**config.mk**
```make
export PLATFORM = sky130hd
export DESIGN_NAME = dip_pair_issue
export DESIGN_NICKNAME = d
export VERILOG_FILES = /design/src/rtl/dip_pkg.sv /design/src/rtl/dip_slot_decode.sv /design/src/rtl/dip_hazard_check.sv /design/src/rtl/dip_pair_issue.sv
export SDC_FILE = /design/constraint.sdc
export NUM_CORES = 1
export LEC_CHECK = 0
export BUFFER_PORTS_ARGS = -buffer_cell sky130_fd_sc_hd__buf_2
export CAP_MARGIN = 20
export CORE_ASPECT_RATIO = 1.4
export CORE_MARGIN = 2
export CORE_UTILIZATION = 46
export CTS_CLUSTER_DIAMETER = 150
export DETAILED_ROUTE_END_ITERATION = 10
export PLACE_DENSITY = 0.86
export SLEW_MARGIN = 20
export SYNTH_ARGS = -nofsm -noshare
export SYNTH_HDL_FRONTEND = slang
export SYNTH_SLANG_ARGS = --single-unit
```
**constraint.sdc**
```tcl
create_clock -name clk -period 5.9 [get_ports clk]
set_clock_uncertainty 0.15 [all_clocks]
set_input_delay 0.59 -clock clk [delete_from_list [all_inputs] [get_ports clk]]
set_output_delay 0.59 -clock clk [all_outputs]
set_load 0.01 [all_outputs]
```
**src/rtl/dip_pkg.sv**
```systemverilog
package dip_pkg;

    localparam int REG_AW = 5;

    typedef enum logic [2:0] {
        CL_NONE,
        CL_ALU,
        CL_BR,
        CL_LD,
        CL_ST
    } insn_cls_e;

    typedef struct packed {
        insn_cls_e          cls;
        logic               wr_en;
        logic [REG_AW-1:0]  wr_reg;
        logic               rd_a_en;
        logic [REG_AW-1:0]  rd_a;
        logic               rd_b_en;
        logic [REG_AW-1:0]  rd_b;
    } slot_info_t;

    typedef enum logic [1:0] {
        ST_PAIR,
        ST_SHADOW,
        ST_TAIL
    } iss_state_e;

endpackage

```
**src/rtl/dip_slot_decode.sv**
```systemverilog
module dip_slot_decode
    import dip_pkg::*;
#(
    parameter int XLEN = 32
) (
    input  logic [XLEN-1:0] insn,
    output slot_info_t      info
);

    localparam int OPC_LSB = XLEN - 6;

    logic [5:0]        opc;
    logic [REG_AW-1:0] f_rs;
    logic [REG_AW-1:0] f_rt;
    logic [REG_AW-1:0] f_rd;
    logic              unused_low;

    assign opc        = insn[XLEN-1:OPC_LSB];
    assign f_rs       = insn[OPC_LSB-1 -: REG_AW];
    assign f_rt       = insn[OPC_LSB-1-REG_AW -: REG_AW];
    assign f_rd       = insn[OPC_LSB-1-2*REG_AW -: REG_AW];
    assign unused_low = ^insn[OPC_LSB-1-3*REG_AW:0];

    always_comb begin
        info     = '0;
        info.cls = CL_NONE;
        if (opc == 6'b000000) begin
            // register ALU op
            info.cls     = CL_ALU;
            info.wr_reg  = f_rd;
            info.wr_en   = (f_rd != '0);
            info.rd_a_en = 1'b1;
            info.rd_a    = f_rs;
            info.rd_b_en = 1'b1;
            info.rd_b    = f_rt;
        end else if (opc[5:3] == 3'b001) begin
            // immediate ALU op
            info.cls     = CL_ALU;
            info.wr_reg  = f_rt;
            info.wr_en   = (f_rt != '0);
            info.rd_a_en = 1'b1;
            info.rd_a    = f_rs;
        end else if (opc[5:1] == 5'b00010) begin
            // compare-and-branch
            info.cls     = CL_BR;
            info.rd_a_en = 1'b1;
            info.rd_a    = f_rs;
            info.rd_b_en = 1'b1;
            info.rd_b    = f_rt;
        end else if (opc == 6'b100011) begin
            // load word
            info.cls     = CL_LD;
            info.wr_reg  = f_rt;
            info.wr_en   = (f_rt != '0);
            info.rd_a_en = 1'b1;
            info.rd_a    = f_rs;
        end else if (opc == 6'b101011) begin
            // store word
            info.cls     = CL_ST;
            info.rd_a_en = 1'b1;
            info.rd_a    = f_rs;
            info.rd_b_en = 1'b1;
            info.rd_b    = f_rt;
        end
    end

endmodule

```
**src/rtl/dip_hazard_check.sv**
```systemverilog
module dip_hazard_check
    import dip_pkg::*;
(
    input  slot_info_t        s0,
    input  slot_info_t        s1,
    input  logic              ld_live,
    input  logic [REG_AW-1:0] ld_reg,
    output logic              use0,
    output logic              use1,
    output logic              intra
);

    function automatic logic reads_reg(input slot_info_t s, input logic [REG_AW-1:0] r);
        return (s.rd_a_en && (s.rd_a == r)) || (s.rd_b_en && (s.rd_b == r));
    endfunction

    always_comb begin
        use0  = ld_live && reads_reg(s0, ld_reg);
        use1  = ld_live && reads_reg(s1, ld_reg);
        intra = s0.wr_en && reads_reg(s1, s0.wr_reg);
    end

endmodule

```
**src/rtl/dip_pair_issue.sv**
```systemverilog
module dip_pair_issue
    import dip_pkg::*;
#(
    parameter int XLEN  = 32,
    parameter int SLOTS = 2,
    parameter int ADV_W = 4
) (
    input  logic            clk,
    input  logic            rst_n,
    input  logic            pair_valid,
    input  logic [XLEN-1:0] insn0,
    input  logic [XLEN-1:0] insn1,
    output logic            issue0,
    output logic            issue1,
    output logic            stall,
    output logic [ADV_W-1:0] fetch_adv
);

    localparam int PAIR_BYTES = SLOTS * (XLEN / 8);

    logic [XLEN-1:0]   insn_arr [SLOTS];
    slot_info_t        info     [SLOTS];

    iss_state_e        state_q;
    iss_state_e        state_d;
    logic [REG_AW-1:0] ld_reg_q;
    logic              fit0;
    logic              fit1;
    logic              use0;
    logic              use1;
    logic              intra;
    logic              cap_ld;
    logic              mem_is_ld;

    assign insn_arr[0] = insn0;
    assign insn_arr[1] = insn1;

    generate
        for (genvar s = 0; s < SLOTS; s++) begin : g_dec
            dip_slot_decode #(.XLEN(XLEN)) i_dec (
                .insn (insn_arr[s]),
                .info (info[s])
            );
        end
    endgenerate

    dip_hazard_check i_haz (
        .s0      (info[0]),
        .s1      (info[1]),
        .ld_live (state_q == ST_SHADOW),
        .ld_reg  (ld_reg_q),
        .use0    (use0),
        .use1    (use1),
        .intra   (intra)
    );

    assign fit0      = (info[0].cls == CL_ALU) || (info[0].cls == CL_BR);
    assign fit1      = (info[1].cls == CL_LD) || (info[1].cls == CL_ST);
    assign mem_is_ld = (info[1].cls == CL_LD) && info[1].wr_en;

    // state register and load destination tracking
    always_ff @(posedge clk) begin
        if (!rst_n) begin
            state_q  <= ST_PAIR;
            ld_reg_q <= '0;
        end else begin
            state_q <= state_d;
            if (cap_ld) begin
                ld_reg_q <= info[1].wr_reg;
            end
        end
    end

    // outputs and next state
    always_comb begin
        issue0    = 1'b0;
        issue1    = 1'b0;
        stall     = 1'b0;
        fetch_adv = '0;
        state_d   = state_q;
        unique case (state_q)
            ST_PAIR, ST_SHADOW: begin
                if (!pair_valid) begin
                    state_d = ST_PAIR;
                end else if ((fit0 && use0) || (fit1 && use1)) begin
                    stall   = 1'b1;
                    state_d = ST_PAIR;
                end else if (fit0 && fit1 && intra) begin
                    issue0  = 1'b1;
                    state_d = ST_TAIL;
                end else begin
                    issue0    = fit0;
                    issue1    = fit1;
                    fetch_adv = ADV_W'(PAIR_BYTES);
                    state_d   = (fit1 && mem_is_ld) ? ST_SHADOW : ST_PAIR;
                end
            end
            ST_TAIL: begin
                if (pair_valid) begin
                    issue1    = fit1;
                    fetch_adv = ADV_W'(PAIR_BYTES);
                    state_d   = (fit1 && mem_is_ld) ? ST_SHADOW : ST_PAIR;
                end
            end
            default: state_d = ST_PAIR;
        endcase
        cap_ld = issue1 && mem_is_ld;
    end

endmodule

```
Word-level counts from Yosys, hierarchy flattened
Index checks and enable logic that the tools add are counted.

operators by class
  eq/ne operators = 21
  multiplexer cells = 47
  reduce and logical (&&, ||, !) cells = 30

operator list
  kind                                                             count
  6-bit two-way mux                                                10
  12-bit two-way mux                                               4
  21-bit two-way mux                                               2
  5-bit == test                                                    6
  15-bit two-way mux                                               2
  6-bit == test, second input constant                             4
  5-bit nonzero test                                               4
  3-bit two-way mux                                                6
  1-bit logical AND                                                16
  4-bit two-way mux                                                4
  6-bit zero test                                                  2
  1-bit two-way mux                                                12
  5-bit by 2-bit == test with 1-bit output, second input constant  2
  3-bit by 1-bit == test with 1-bit output, second input constant  3
  2-bit two-way mux                                                4
  4-bit case mux with 2 select lines                               1
  3-bit by 2-bit == test with 1-bit output, second input constant  2
  1-bit logical OR                                                 6
  2-bit case mux with 2 select lines                               1
  3-bit == test, second input constant                             1
  2-bit by 1-bit == test with 1-bit output, second input constant  1
  2-bit == test, second input constant                             1
  2-bit zero test                                                  1
  2-bit inequality test, second input constant                     1
  other kinds (2)                                                  2

storage, ports and cells
  bits in registers = 7
  output and inout port bits = 7

Depth between registers and ports, before layout
  word-level depth = 16
  gate-level depth with buffers = 9
  mapped depth without buffers = 8

Modules after synthesis
From an unflattened synthesis, not the netlist that was laid out.

unflattened totals
  cells, all modules = 224
  area, all modules = 1,710.4 um^2

by module, submodules not included
  module            instances  cells an instance  area an instance (um^2)  seq. area each (um^2)
  dip_slot_decode   2          58                 410.4                    0.0
  dip_pair_issue    1          58                 484.2                    140.1
  dip_hazard_check  1          50                 405.4                    0.0

Least setup slack after synthesis
OpenSTA, ideal clock, no wires.

  path type = input port to output port
  from = input insn0[31]
  to = output issue1
  arrival time = 2.391 ns
  required time = 5.160 ns
  path slack = 2.769 ns
  cell stages on the path = 8
  path buffers = 1
  cell sequence = and4b_1 buf_6 a32o_1 or3_1 a2111oi_2 nand4_1 a21oi_1 nor3_1

on the way
  cells in the longest elaborated chain, start to end = 15
  elaborated cells on any way between the ends = 40
  those cells by class = eq/ne: 10; mux: 16; reduce/logical: 14

ends and longest elaborated chain
  what                                                     line                    text
  start, declared                                          dip_pair_issue.sv:11    input logic [XLEN-1:0] insn0,
  6-bit == test                                            dip_slot_decode.sv:57   end else if (opc == 6'b101011) begin
  12-bit two-way mux                                       dip_slot_decode.sv:57
  6-bit two-way mux                                        dip_slot_decode.sv:50   end else if (opc == 6'b100011) begin
  12-bit two-way mux                                       dip_slot_decode.sv:43   end else if (opc[5:1] == 5'b00010) begin
  15-bit two-way mux or 6-bit two-way mux (tied branches)  dip_slot_decode.sv:36   end else if (opc[5:3] == 3'b001) begin
  21-bit two-way mux (*)                                   dip_slot_decode.sv:27   if (opc == 6'b000000) begin
  5-bit == test                                            dip_hazard_check.sv:14  return (s.rd_a_en && (s.rd_a == r)) || (s.rd_b_en && (s.rd_b == r));
  1-bit logical AND                                        dip_hazard_check.sv:14
  1-bit logical OR                                         dip_hazard_check.sv:14
  1-bit logical AND                                        dip_hazard_check.sv:18  use0 = ld_live && reads_reg(s0, ld_reg);
  1-bit logical AND                                        dip_pair_issue.sv:85    end else if ((fit0 && use0) || (fit1 && use1)) begin
  1-bit logical OR                                         dip_pair_issue.sv:85
  1-bit two-way mux (*)                                    dip_pair_issue.sv:85
  1-bit two-way mux (*)                                    dip_pair_issue.sv:83    if (!pair_valid) begin
  1-bit case mux with 2 select lines (*)                   dip_pair_issue.sv:81    unique case (state_q)
  end, declared                                            dip_pair_issue.sv:14    output logic issue1,

Every way passes the cells marked *; elsewhere a longest branch is shown, timed or not.

Worst setup path in the final report
  from = input insn0[28]
  to = output issue1

Same word-level chain as after synthesis.

==> run metrics <==
total track usage 24.5%; drt wl/cell 14.3 um; fmax 282 MHz; post-synthesis cell type count between 40 and 50; Peak VDD IR 107 uV; # Max-Cap Violations 0; sequential share of the synthesized area 11.9%; worst slack, placed 2.38 ns; vias per cell 5.99; CTS resizes 0; CP required 5.16 ns; Setup WS post-layout 2.36 ns; pin count of the biggest net entering global routing 12; CTS sink cnt 7; Die X about 47 um; Starting Density 48.6%; fin crit period 3.54 ns; root buf cell clkbuf_4; Yosys warning total 0; Fin Setup TNS 0 ns; Hold WS 0.463 ns; Layout area overhead 21.6%; CTS tree built; Die Footprint 2980 um^2; drt first pass iters 4; WL final 3470 um; final setup fails 0; FFs w/ async S/R, synth 0%; DRC viols 0; worst slew pin tran 0.589 ns; Worst Path Max Fanout 6; CP endpoint kind primary output; vias in the first global route 1327; I/O Pins 74; Area after DPL 1400 um^2; Post-CTS Setup Bufs 0; Worst EP arrival 2.80 ns; static leakage 0.558 nW; Yosys reg bits 7; Routed Antenna Nets 0; TritonCTS Buffers 3; # diodes 0; Die Ht 63.8 um; worst min path class input pin to flip-flop; via count of the routed design 1455; Crit Path Class input pin to primary output; layout cells sized above 1 28.2%; CP Launch Type input pin; placement row count 21; cell count after synthesis 166; synthesized cell area 1170 um^2; Clock Tree Buf Depth 2; Core Util, Final 59.1%; GPL Wtd Cong around 0.86; Final Hold Fails 0; hold buffers post-CTS 0; RSZ-0062 raised after global routing no; period utilization 60.0%; Rel. slew slack 59.7%; Pins Over Slew Limit 0; clk slew on worst S/H paths 0.05 ns; Core ar. 2420 um^2; initial antenna violation count 0; Main synth FF type dfxtp_1; first-pass GRT wire length approximately 5500 um; fin area ~1400 um^2; pwr dens 104 nW/um^2; Skew-Pair Late Insertion Delay about 0.25 ns; PortBufs 48; DP HPWL 2890 um; Iter 0 DRT Violations 60; htree depth 1; status complete, no violations; EDFF count, synth 0; mean post-synth cell area 7.07 um^2; total gr overflow 0; Final nets ~280
[cell usage in the layout, fill, tap and decap left out, types with 3 or more instances in the layout]
cell type,count
inv_1,8
nor3b_1,3
a311oi_1,3
or4_1,5
o31ai_1,3
and3_1,6
a32oi_1,3
dfxtp_1,7
a21oi_1,15
buf_2,48
xnor2_1,13
conb_1,3
nor3_1,6
nor2_1,12
nand3_1,5
nor4_1,6
nand2_1,7
o21ai_0,4
xor2_1,6
nor2b_1,4
a22oi_1,3
nand4_1,4
clkbuf_4,3
[flip-flops by register name (all words and copies together), names as in the netlist]
name	count
ld_reg_q	5
state_q	2
[layout make-up]
class | instances | area [um^2]
Clock buffer | 4 | 26.3
Fill cell | 259 | 990
Inverter | 8 | 30.0
Multi-Input combinational cell | 142 | 948
Sequential cell | 7 | 140
Tap cell | 34 | 42.5
Timing Repair Buffer | 48 | 240
[final timing paths]
path,end,start,depth (start not counted),slack (ns)
setup / recovery,issue1,insn0[28],9,2.36
hold / removal,state_q[1],rst_n,2,0.46
setup reg to reg,ld_reg_q[1],ld_reg_q[1],7,3.25
hold reg to reg,ld_reg_q[4],ld_reg_q[4],2,0.48
[where the power goes]
| part | switching, mW | internal (mW) | leakage (nW) |
|---|---|---|---|
| clock network | 0.0173 | 0.0258 | 0.0150 |
| logic | 0.0305 | 0.0260 | 0.487 |
| registers | 0.000645 | 0.0476 | 0.0564 |
| total | 0.0484 | 0.0994 | 0.558 |
[critical path: stages]
cell and delay [ns]:
buf_2 0.12, nor4_2 0.53, a32oi_1 0.26, and3_1 0.23, nor4_2 0.29, nand4_1 0.18
a21oi_1 0.36, nor3_1 0.08, buf_2 0.15
[cell usage after synthesis (3+ instances only)]
library cell / count / area, um^2
a21oi_1: 15 / 75.1
xnor2_1: 13 / 114
nor2_1: 12 / 45.0
inv_1: 8 / 30.0
dfxtp_1: 7 / 140
nand2_1: 7 / 26.3
and3_1: 6 / 37.5
nor3_1: 6 / 30.0
nor4_1: 6 / 37.5
xor2_1: 6 / 52.6
clkbuf_1: 5 / 18.8
nand3_1: 5 / 25.0
or4_1: 5 / 37.5
nand4_1: 4 / 25.0
nor2b_1: 4 / 25.0
o21ai_0: 4 / 20.0
a22oi_1: 3 / 22.5
a311oi_1: 3 / 26.3
a32oi_1: 3 / 26.3
buf_4: 3 / 22.5
nor3b_1: 3 / 22.5
o31ai_1: 3 / 22.5
[metrics by stage]
stage | instances | power (mW)
2_1_floorplan | 168 | 0.0797
3_3_place_gp | 239 | 0.104
3_5_place_dp | 239 | 0.105
4_1_cts | 243 | 0.148
5_1_grt | 243 | 0.158
6_report | 243 | 0.148
[layer usage]
| layer | GRT usage, % | vias to the layer above | share of wire [%] |
|---|---|---|---|
| li1 | - | 721 | - |
| met1 | 26.2 | 667 | 39 |
| met2 | 44.1 | 61 | 55 |
| met3 | 4.80 | 6 | 5.2 |
| met4 | 9.72 | 0 | 1.3 |
| met5 | 0 | - | 0 |
[cells by family (layout without fill, tap and decap cells)]
family                    after synthesis  in the layout  synth area share [%]
DFF                                     7              7                  11.9
other                                   1              3                 0.320
and+or+nand+nor                        72             72                  36.4
xor gates and xnor gates               19             19                  14.2
buffers and inverters                  19             60                  7.89
AOI/OAI and AO/OA                      48             48                  29.3
Power figures use the tool's default switching activity.
